==> config.mk <==
export PLATFORM = sky130hd
export DESIGN_NAME = dom_pwr_seq
export DESIGN_NICKNAME = d
export VERILOG_FILES = /design/src/rtl/dps_pkg.sv /design/src/rtl/dps_settle_cnt.sv /design/src/rtl/dps_order_mon.sv /design/src/rtl/dps_fsm.sv /design/src/rtl/dom_pwr_seq.sv
export SDC_FILE = /design/constraint.sdc
export NUM_CORES = 1
export LEC_CHECK = 0
export BUFFER_PORTS_ARGS = -buffer_cell sky130_fd_sc_hd__buf_4
export CORE_AREA = 5 5 42 44
export CTS_BUF_LIST = sky130_fd_sc_hd__clkbuf_4
export DETAILED_ROUTE_END_ITERATION = 8
export DIE_AREA = 0 0 47 49
export GPL_ROUTABILITY_DRIVEN = 0
export HOLD_SLACK_MARGIN = 0.03
export PLACE_DENSITY = 0.52
export SLEW_MARGIN = 30
export SYNTH_ARGS = -nofsm -noshare
export SYNTH_HDL_FRONTEND = slang
export SYNTH_SLANG_ARGS = --single-unit
==> constraint.sdc <==
create_clock -name clk -period 1.4 [get_ports clk]
set_clock_uncertainty 0.05 [all_clocks]
set_input_delay 0.14 -clock clk [delete_from_list [all_inputs] [get_ports clk]]
set_output_delay 0.14 -clock clk [all_outputs]
set_load 0.01 [all_outputs]
==> src/rtl/dps_pkg.sv <==
package dps_pkg;

  typedef enum logic [2:0] {
    ST_ON    = 3'd0,
    ST_DRAIN = 3'd1,
    ST_RST   = 3'd2,
    ST_OFF   = 3'd3,
    ST_WAKE  = 3'd4,
    ST_REL   = 3'd5
  } seq_state_e;

  typedef struct packed {
    logic byp;
    logic rst;
    logic ce;
  } dom_drv_t;

  // Control levels that belong to each state; mode bits pick the variant.
  function automatic dom_drv_t drv_of(seq_state_e st, logic master, logic gate);
    dom_drv_t d;
    d.byp = (st != ST_ON) && !master;
    d.rst = (st == ST_RST) || (st == ST_OFF) || (st == ST_WAKE);
    d.ce  = !((st == ST_OFF) && gate);
    return d;
  endfunction

  function automatic logic settle_done(int unsigned cnt, int unsigned settle);
    return cnt == settle - 1;
  endfunction

endpackage

==> src/rtl/dps_settle_cnt.sv <==
module dps_settle_cnt #(
  parameter int unsigned SETTLE_CYC = 3
) (
  input  logic clk,
  input  logic rst_n,
  input  logic run,
  output logic done
);
  localparam int unsigned CW = (SETTLE_CYC < 2) ? 1 : $clog2(SETTLE_CYC + 1);

  logic [CW-1:0] cnt_q;

  always_ff @(posedge clk or negedge rst_n) begin
    if (!rst_n)   cnt_q <= '0;
    else if (run) cnt_q <= cnt_q + 1'b1;
    else          cnt_q <= '0;
  end

  assign done = run && dps_pkg::settle_done(int'(cnt_q), SETTLE_CYC);
endmodule

==> src/rtl/dps_order_mon.sv <==
module dps_order_mon #(
  parameter bit MASTER_MODE = 1'b0
) (
  input  logic clk,
  input  logic rst_n,
  input  logic rst_next,
  input  logic rst_now,
  input  logic byp_now,
  output logic err
);
  logic bad_edge;

  generate
    if (MASTER_MODE) begin : g_off
      assign bad_edge = 1'b0;
    end else begin : g_on
      assign bad_edge = rst_next && !rst_now && !byp_now;
    end
  endgenerate

  always_ff @(posedge clk or negedge rst_n) begin
    if (!rst_n) err <= 1'b0;
    else        err <= err | bad_edge;
  end
endmodule

==> src/rtl/dps_fsm.sv <==
module dps_fsm
  import dps_pkg::*;
#(
  parameter bit MASTER_MODE = 1'b0,
  parameter bit GATE_CLK    = 1'b1
) (
  input  logic       clk,
  input  logic       rst_n,
  input  logic       off_req,
  input  logic       on_req,
  input  logic       idle,
  input  logic       settle_done,
  output logic       in_wake,
  output dom_drv_t   drv_next,
  output dom_drv_t   drv_q,
  output logic       is_on_q,
  output logic       is_off_q
);
  seq_state_e st_q, st_d;

  always_comb begin
    st_d = st_q;
    unique case (st_q)
      ST_ON:    if (off_req)     st_d = ST_DRAIN;
      ST_DRAIN: if (idle)        st_d = ST_RST;
      ST_RST:                    st_d = ST_OFF;
      ST_OFF:   if (on_req)      st_d = ST_WAKE;
      ST_WAKE:  if (settle_done) st_d = ST_REL;
      ST_REL:                    st_d = ST_ON;
      default:                   st_d = ST_ON;
    endcase
  end

  assign in_wake  = (st_q == ST_WAKE);
  assign drv_next = drv_of(st_d, MASTER_MODE, GATE_CLK);

  always_ff @(posedge clk or negedge rst_n) begin
    if (!rst_n) begin
      st_q     <= ST_ON;
      drv_q    <= drv_of(ST_ON, MASTER_MODE, GATE_CLK);
      is_on_q  <= 1'b1;
      is_off_q <= 1'b0;
    end else begin
      st_q     <= st_d;
      drv_q    <= drv_next;
      is_on_q  <= (st_d == ST_ON);
      is_off_q <= (st_d == ST_OFF);
    end
  end
endmodule

==> src/rtl/dom_pwr_seq.sv <==
module dom_pwr_seq #(
  parameter bit          MASTER_MODE = 1'b0,
  parameter bit          GATE_CLK    = 1'b1,
  parameter int unsigned SETTLE_CYC  = 3
) (
  input  logic clk,
  input  logic rst_n,
  input  logic off_req,
  input  logic on_req,
  input  logic idle,
  output logic bypass_o,
  output logic dom_rst_o,
  output logic clk_en_o,
  output logic dom_off_o,
  output logic dom_on_o,
  output logic order_err_o
);
  import dps_pkg::*;

  // Named internal events, visible to the bound checker.
  logic     wake_run;
  logic     wake_done;
  dom_drv_t drv_next;
  dom_drv_t drv_q;

  dps_settle_cnt #(.SETTLE_CYC(SETTLE_CYC)) u_cnt (
    .clk   (clk),
    .rst_n (rst_n),
    .run   (wake_run),
    .done  (wake_done)
  );

  dps_fsm #(.MASTER_MODE(MASTER_MODE), .GATE_CLK(GATE_CLK)) u_fsm (
    .clk         (clk),
    .rst_n       (rst_n),
    .off_req     (off_req),
    .on_req      (on_req),
    .idle        (idle),
    .settle_done (wake_done),
    .in_wake     (wake_run),
    .drv_next    (drv_next),
    .drv_q       (drv_q),
    .is_on_q     (dom_on_o),
    .is_off_q    (dom_off_o)
  );

  dps_order_mon #(.MASTER_MODE(MASTER_MODE)) u_mon (
    .clk      (clk),
    .rst_n    (rst_n),
    .rst_next (drv_next.rst),
    .rst_now  (drv_q.rst),
    .byp_now  (drv_q.byp),
    .err      (order_err_o)
  );

  assign bypass_o  = drv_q.byp;
  assign dom_rst_o = drv_q.rst;
  assign clk_en_o  = drv_q.ce;
endmodule

Word-level counts from Yosys, hierarchy flattened
Cells that the tools add are included.
Word-level totals
  register bits: 11
  input bits: 5
  output and inout bits: 6
  logic and storage cells: 35
Cells by class
  $add $sub $neg: 1
  equality and inequality tests: 8
  multiplexer cells: 6
  bitwise operators: 1
  reduce and logical (&&, ||, !) cells: 11
Operators by type and width (count)
  3-bit case mux with 5 select lines: 1
  3-bit by 2-bit == test with 1-bit output (second input constant): 4
  3-bit two-way mux: 4
  3-bit == test (second input constant): 2
  3-bit zero test: 2
  3-bit by 1-bit == test with 1-bit output (second input constant): 1
  1-bit logical AND: 3
  1-bit zero test: 3
  3-bit nonzero test: 1
  2-bit by 1-bit adder with 2-bit output (second input constant): 1
  2-bit == test (second input constant): 1
  1-bit logical OR: 2
  2-bit two-way mux: 1
  1-bit bitwise OR: 1

Depth between registers and ports, before layout
Gate-level depths: netlist of the first run.
  word-level depth: 10
  mapped depth: 4
  depth with buffers taken out: 4

Modules after synthesis
A second synthesis of the first run with hierarchy kept.
Unflattened totals
  cells, all modules: 40
  area, all modules: 457.9 sq um
By module, submodules not included
  dps_fsm: times used 1, cells each 30, area an instance 331.6 sq um, sequential area each 202.7 sq um
  dps_settle_cnt: times used 1, cells each 7, area an instance 90.1 sq um, sequential area each 50.0 sq um
  dps_order_mon: times used 1, cells each 3, area an instance 36.3 sq um, sequential area each 25.0 sq um

Least setup slack after synthesis of the first run
OpenSTA, ideal clock, no wires.
  kind: register to register
  from: register u_fsm.st_q[1]
  to: register u_mon.err
  setup time: 0.064 ns
  data arrival time: 1.104 ns
  data required time: 1.286 ns
  path slack: 0.182 ns
  cell stages (with the launch flop): 4
  buffers on the path: 0
  clock period less this slack: 1.218 ns
  path through: dfrtp_1 -> or3b_4 -> o22ai_2 -> a21o_1
RTL lines
  start: declaration: RTL line dps_fsm.sv:19  | seq_state_e st_q, st_d;
  start signal: assignment: RTL line dps_fsm.sv:44  | st_q <= st_d;
  end signal: assignment: RTL line dps_order_mon.sv:23  | else err <= err | bad_edge;
  end: declaration: RTL line dps_order_mon.sv:9  | output logic err

==> metrics, run 1 <==
status finished clean; mux contribution to synthesized area 0%; syn_nets 44; sum of negative setup slack 0 ns; WL met1 327 um; fin crit period 1.30 ns; power share of the sequential group 44.3%; VDD IR max 0.000806 V; mean post-synth cell area 11.6 um2; crit-path max FO 8; Leakage 0.277 nW; Slew headroom 84.7%; reg2reg start u_fsm.st_q[1]; Die H 49 um; CTS tree done; top cells by area, synth dfrtp_1, dfstp_2, a21oi_1; 1st-iter DRT viols 6; # port buffers 10; synth unique cells 17; Ys Warns 0; sw power 0.000395 W; Setup CP Type reg2reg; met3 WL post-DR 94 um; drt pass-1 iters 3; ant diodes 0; Yosys reg bits 11; Total GRT Usage 7.98%; FF+latch area 278 um2; wire per inst 10.6 um; type of origin of the critical path register; area of the multi-input gates 150 um2; clock tree sinks 11; PD cells 2080 nW/um2; # Post-CTS Setup Buffers 0; post-synth top area cell dfrtp_1; Worst Setup SP u_fsm.st_q[1]; Worst Setup End Kind register; Net Sw Frac 32.2%; fillers 145; Top Ports 11; vias in the first global route 313; Least-Margin Pin Slew 0.228 ns; total number of vias 330; CTS Buf Count 3; root buf cell clkbuf_4; main combinational cell family by area after synthesis compound AO/OA/AOI/OAI gates; clk_lat worst skew 0.27 ns; met2 wire length 316 um; Compound-Gate Fraction of Synth Area 16.8%; initial antenna violation count 0; P_int 0.000833 W; H-Tree Depth 1; f_max 770 MHz; Synth Instances 38; Resized cells post-CTS 0; worst min path class in2reg; Final #Nets 62; max-cap violations 0; post-DP HPWL 587 um; FP Rows 14; RSZ-0062 raised after global routing no; area share of the largest cell type after synthesis 51.3%; Final setup viols 0; hold wc startpoint off_req; combinational share of power 37.0%; Hold Fails Final Rpt 0; largest net degree at the start of global routing 12; Critical Path AT 1.46 ns; hold buffers post-CTS 2; Vias/cell 4.65; adder-cell share of the synthesized area 2.85%; max-slew violations 0; area post-placement 542 um2; xor and xnor fraction of the mapped netlist area 0%; layout cell share with drive strength beyond 1 43.6%; crit share post-route 92.7%; global-route wire length before repair 1260 um; DRC viols 0; Synth Cell Area 439 um2; highest metal used met4; initial core utilization 31.3%; fin util 42.2%; Die Area 2300 um2; CP max-delay cell dfrtp_1; final WL 755 um; post-route ant nets 0; Core Region 1400 um2; simple-gate portion of the synthesized area 14.5%; Remaining Overflow, GRT 0; Reg clk slew, reported paths 0.06 ns; Worst Path Required 1.56 ns; critical path cell sequence or3b_4 > o22ai_2 > a21o_1; Seq/Total Area, Yosys 63.2%; Area Growth Syn to Fin 34.8%; Max clock buf depth 2; post-route cell area 592 um2; clock network power share 18.7%; die width 47 um; Largest stage delay, worst path 0.45 ns
-- synth_stat cells --
cell type / count
nand2_1: 3
nor3_1: 1
or3b_4: 1
a21o_2: 1
o22ai_2: 1
o21ai_0: 1
dfstp_2: 2
inv_1: 3
a21o_1: 1
nor2_1: 3
o22ai_1: 1
nand2b_1: 1
a21oi_1: 5
dfrtp_1: 9
a31o_2: 1
or2_2: 3
ha_1: 1
-- per-stage QoR --
stage          instances  worst slack [ns]  total power (W)  hold WS [ns]
5_1_grt               71            0.0428          0.00133        0.0993
4_1_cts               71             0.100          0.00125        0.0821
3_3_place_gp          65             0.136          0.00100       -0.0707
6_report              71             0.102          0.00123        0.0904
2_1_floorplan         38             0.182         0.000802        -0.206
3_5_place_dp          65             0.116          0.00101       -0.0714
-- final cells by class --
type / instances / area share, %
inverter: 3 / 1.90
clock buffer: 4 / 5.07
timing repair buffer: 13 / 17.3
multi-input combinational: 24 / 25.4
sequential: 11 / 46.9
tap: 16 / 3.38
-- critical path: cells and delay by family (launching register included) --
family	cells	cell delay, ns
flops	1	0.45
simple gates	1	0.45
compound gates	2	0.29
-- metal layers --
layer  track usage, %  up-vias
met5                0        -
met1             8.68      151
met2             11.3       12
met3             5.54        2
li1                 -      165
met4             4.15        0
-- power by group through the flow --
| stage | combinational [W] | clock (W) | sequential, W |
|---|---|---|---|
| floorplan | 0.000212 | 0 | 0.000590 |
| global placement | 0.000459 | 0 | 0.000544 |
| detailed placement | 0.000459 | 0 | 0.000550 |
| CTS | 0.000464 | 0.000245 | 0.000543 |
| global route | 0.000508 | 0.000261 | 0.000562 |
| finish | 0.000455 | 0.000230 | 0.000544 |
-- cells in the final DEF (no fill, tap or decap), types with 2 or more instances in the layout --
cell	n
nand2_1	3
a21oi_1	5
buf_4	11
nor2_1	3
dfstp_2	2
dfrtp_1	9
dlygate4sd3_1	2
inv_1	3
clkbuf_4	4
or2_2	3
-- cells by family (layout without fill, tap and decap cells) --
logic type      count (synthesis)  after routing
buf+inv                         3             20
flops                          11             11
compound gates                 11             11
fa+ha+maj                       1              1
simple gates                   12             12
-- path summary, 6_finish.rpt --
kind | end | slack (ns) | cells after the start
max | u_mon.err | 0.10 | 3
min | u_fsm.drv_q[2] | 0.09 | 3
max reg2reg | u_mon.err | 0.10 | 3
min reg2reg | u_cnt.cnt_q[0] | 0.37 | 1
max in group asynchronous | u_fsm.is_on_q | 0.89 | 2
min in group asynchronous | u_fsm.is_off_q | 0.19 | 2
-- flip-flops by register name (all words and copies together) (netlist names) --
signal / count
u_fsm.is_on_q: 1
u_fsm.st_q: 3
u_fsm.drv_q: 3
u_mon.err: 1
u_cnt.cnt_q: 2
u_fsm.is_off_q: 1
No activity file was read; power rests on OpenSTA's default activity.
==> run 2, diff against run 1 <==
ABC_AREA = 1   (was default)
CAP_MARGIN = 20   (was default)
PLACE_DENSITY = 0.56   (was 0.52)
==> metrics, run 2 <==
status finished clean; wire per inst 10.3 um (-2.9%); WP buf/inv 1 (+1); crit share post-route 89.0% (-3.7 points); total number of vias 353 (+7.0%); Reg clk slew, reported paths 0.07 ns (about the same); Die H 49 um (unchanged); post-route ant nets 0 (unchanged); Top Ports 11 (unchanged); post-DP HPWL 646 um (+10%); layout cell share with drive strength beyond 1 44.8% (+1.1 points); fraction of registers with async set or reset after synthesis 100% (unchanged); Largest regs u_fsm.drv_q: 3 flops, u_fsm.st_q: 3 flops, u_cnt.cnt_q: 2 flops; Worst Path Required 1.52 ns (-0.04 ns); synth unique cells 15 (-2); global-route wire length before repair 1460 um (+16%); Setup CP Type reg2reg; vias in the first global route 365 (+17%); critical path cell sequence inv_1 > nand3_2 > nor2_1 > nor2_4 > nand2_2 > o21bai_4 > nand2_2 > nand2_2; syn_nets 58 (+32%); PD cells 2190 nW/um2 (+5.4%); DRC viols 0 (unchanged); area share of the largest cell type after synthesis 45.5% (-5.8 points); Slew headroom 77.7% (-7.0 points); Synth top cells by count nor2_1, dfrtp_1, inv_1; H-Tree Depth 1 (unchanged); Synth Cell Area 495 um2 (+13%); initial core utilization 35.4% (+4.0 points); RSZ-0062 raised after global routing no; Ys Warns 0 (unchanged); CTS Buf Count 3 (unchanged); most frequent CP cell nand2_2; Yosys reg bits 11 (unchanged); Worst Setup End Kind register; Hold Fails Final Rpt 0 (unchanged); Max clock buf depth 2 (unchanged); ant diodes 0 (unchanged); fin crit period 1.25 ns (-0.0520 ns); sum of negative setup slack 0 ns (unchanged); 1st-iter DRT viols 2 (-4); Area Growth Syn to Fin 27.3%; top cells by area, synth dfrtp_1, dfstp_2, nor2_1; Core Region 1400 um2 (unchanged); Leakage 0.326 nW (+18%); drt pass-1 iters 2 (-1); Seq/Total Area, Yosys 56.1% (-7.2 points); initial antenna violation count 0 (unchanged); root buf cell clkbuf_4; Final setup viols 0 (unchanged); Die Area 2300 um2 (unchanged); most frequent cells in the layout nor2_1, buf_4, dfrtp_1; die width 47 um (unchanged); f_max 803 MHz (+4.2%); Main synth FF type dfrtp_1; Net Sw Frac 38.3% (+6.1 points); fin util 45.0% (+2.8 points); power share of the sequential group 38.9% (-5.4 points); final WL 857 um (+14%); worst min path class in2reg; P_int 0.000851 W (+2.1%); Critical Path AT 1.37 ns (-0.09 ns); Synth Instances 52 (+37%); # port buffers 10 (unchanged); Largest stage delay, worst path 0.41 ns (-0.04 ns); post-synth top area cell dfrtp_1; max-cap violations 0 (unchanged); Remaining Overflow, GRT 0 (unchanged); Vias/cell 4.25 (-8.5%); CP max-delay cell dfrtp_1; Post-synth EDFFs 0 (unchanged); type of origin of the critical path register; delay-heaviest family, CP simple AND/OR/NAND/NOR gates; most frequent cell after synthesis nor2_1; clk_lat worst skew 0.27 ns (about the same); clock network power share 17.5% (-1.2 points); mean post-synth cell area 9.53 um2 (-18%); max-slew violations 0 (unchanged); Final #Nets 74 (+19%); Total GRT Usage 9.32% (+1.3 points); sw power 0.000528 W (+34%); clock tree sinks 11 (unchanged); FP Rows 14 (unchanged); total power 0.00138 W (+12%); VDD IR max 0.000774 V (-4.0%); largest net degree at the start of global routing 12 (unchanged); Least-Margin Pin Slew 0.332 ns (+0.105 ns); combinational share of power 43.6% (+6.6 points); CTS tree done; crit-path max FO 4 (-4)
==> run 2: cell type report <==
type                            instances  area, um2
Fill cell                             142        771
Sequential cell                        11        278
Multi-Input combinational cell         30        176
Timing Repair Buffer                   11       85.1
Inverter                               11       41.3
Clock buffer                            4       30.0
Tap cell                               16       20.0
==> run 2: path summary, 6_finish.rpt <==
path | start | endpoint | slack [ns] | cells past startpoint
setup / recovery | u_fsm.st_q[2] | u_mon.err | 0.15 | 8
hold / removal | on_req | u_fsm.is_off_q | 0.09 | 4
setup reg to reg | u_fsm.st_q[2] | u_mon.err | 0.15 | 8
hold reg to reg | u_cnt.cnt_q[0] | u_cnt.cnt_q[0] | 0.37 | 1
max in group asynchronous | rst_n | u_fsm.is_on_q | 0.90 | 2
min in group asynchronous | rst_n | u_fsm.is_off_q | 0.18 | 2
==> run 2: layer usage <==
metal / global-route usage (%) / part of all wire (%) / vias up
li1: - / - / 184
met1: 10.7 / 44 / 160
met2: 12.9 / 48 / 7
met3: 3.32 / 6.2 / 2
met4: 8.29 / 1.4 / 0
met5: 0 / 0 / -
==> run 2: logic make-up (layout without fill, tap and decap cells) <==
kind of cell	count (synthesis)	count (layout)	share of synthesized area, %
adders and majority gates	1	1	2.52
AOI/OAI and AO/OA	1	1	3.79
and+or+nand+nor	28	28	29.3
buffers and inverters	11	26	8.33
DFF	11	11	56.1
==> run 2: power groups by stage <==
stage               clock network [W]  logic (W)  registers [W]
floorplan                           0   0.000392       0.000569
global placement                    0   0.000605       0.000542
detailed placement                  0   0.000607       0.000544
CTS                          0.000250   0.000612       0.000538
global route                 0.000260   0.000672       0.000551
finish                       0.000241   0.000602       0.000536
==> run 2: worst reg2reg max path, stage by stage, from the launching register on <==
cell and delay, ns:
dfrtp_1 0.41, inv_1 0.14, nand3_2 0.08, nor2_1 0.18, nor2_4 0.05, nand2_2 0.08, o21bai_4 0.06, nand2_2 0.06
nand2_2 0.04
==> run 2: what timing repair did <==
action | in CTS | in global routing
buffers inserted | 0 | 0
hold endpoints to repair | 11 | 0
hold buffers | 1 | 0
gates resized for setup | 0 | 0
==> run 2: through the flow <==
step | cell area [um2] | setup slack [ns] | std cells | hold slack [ns]
global placement | 591 | 0.170 | 78 | -0.0696
detailed placement | 591 | 0.164 | 78 | -0.0680
finish | 631 | 0.154 | 83 | 0.0917
CTS | 631 | 0.143 | 83 | 0.0877
floorplan | 495 | 0.255 | 52 | -0.206
global route | 631 | 0.0715 | 83 | 0.0950
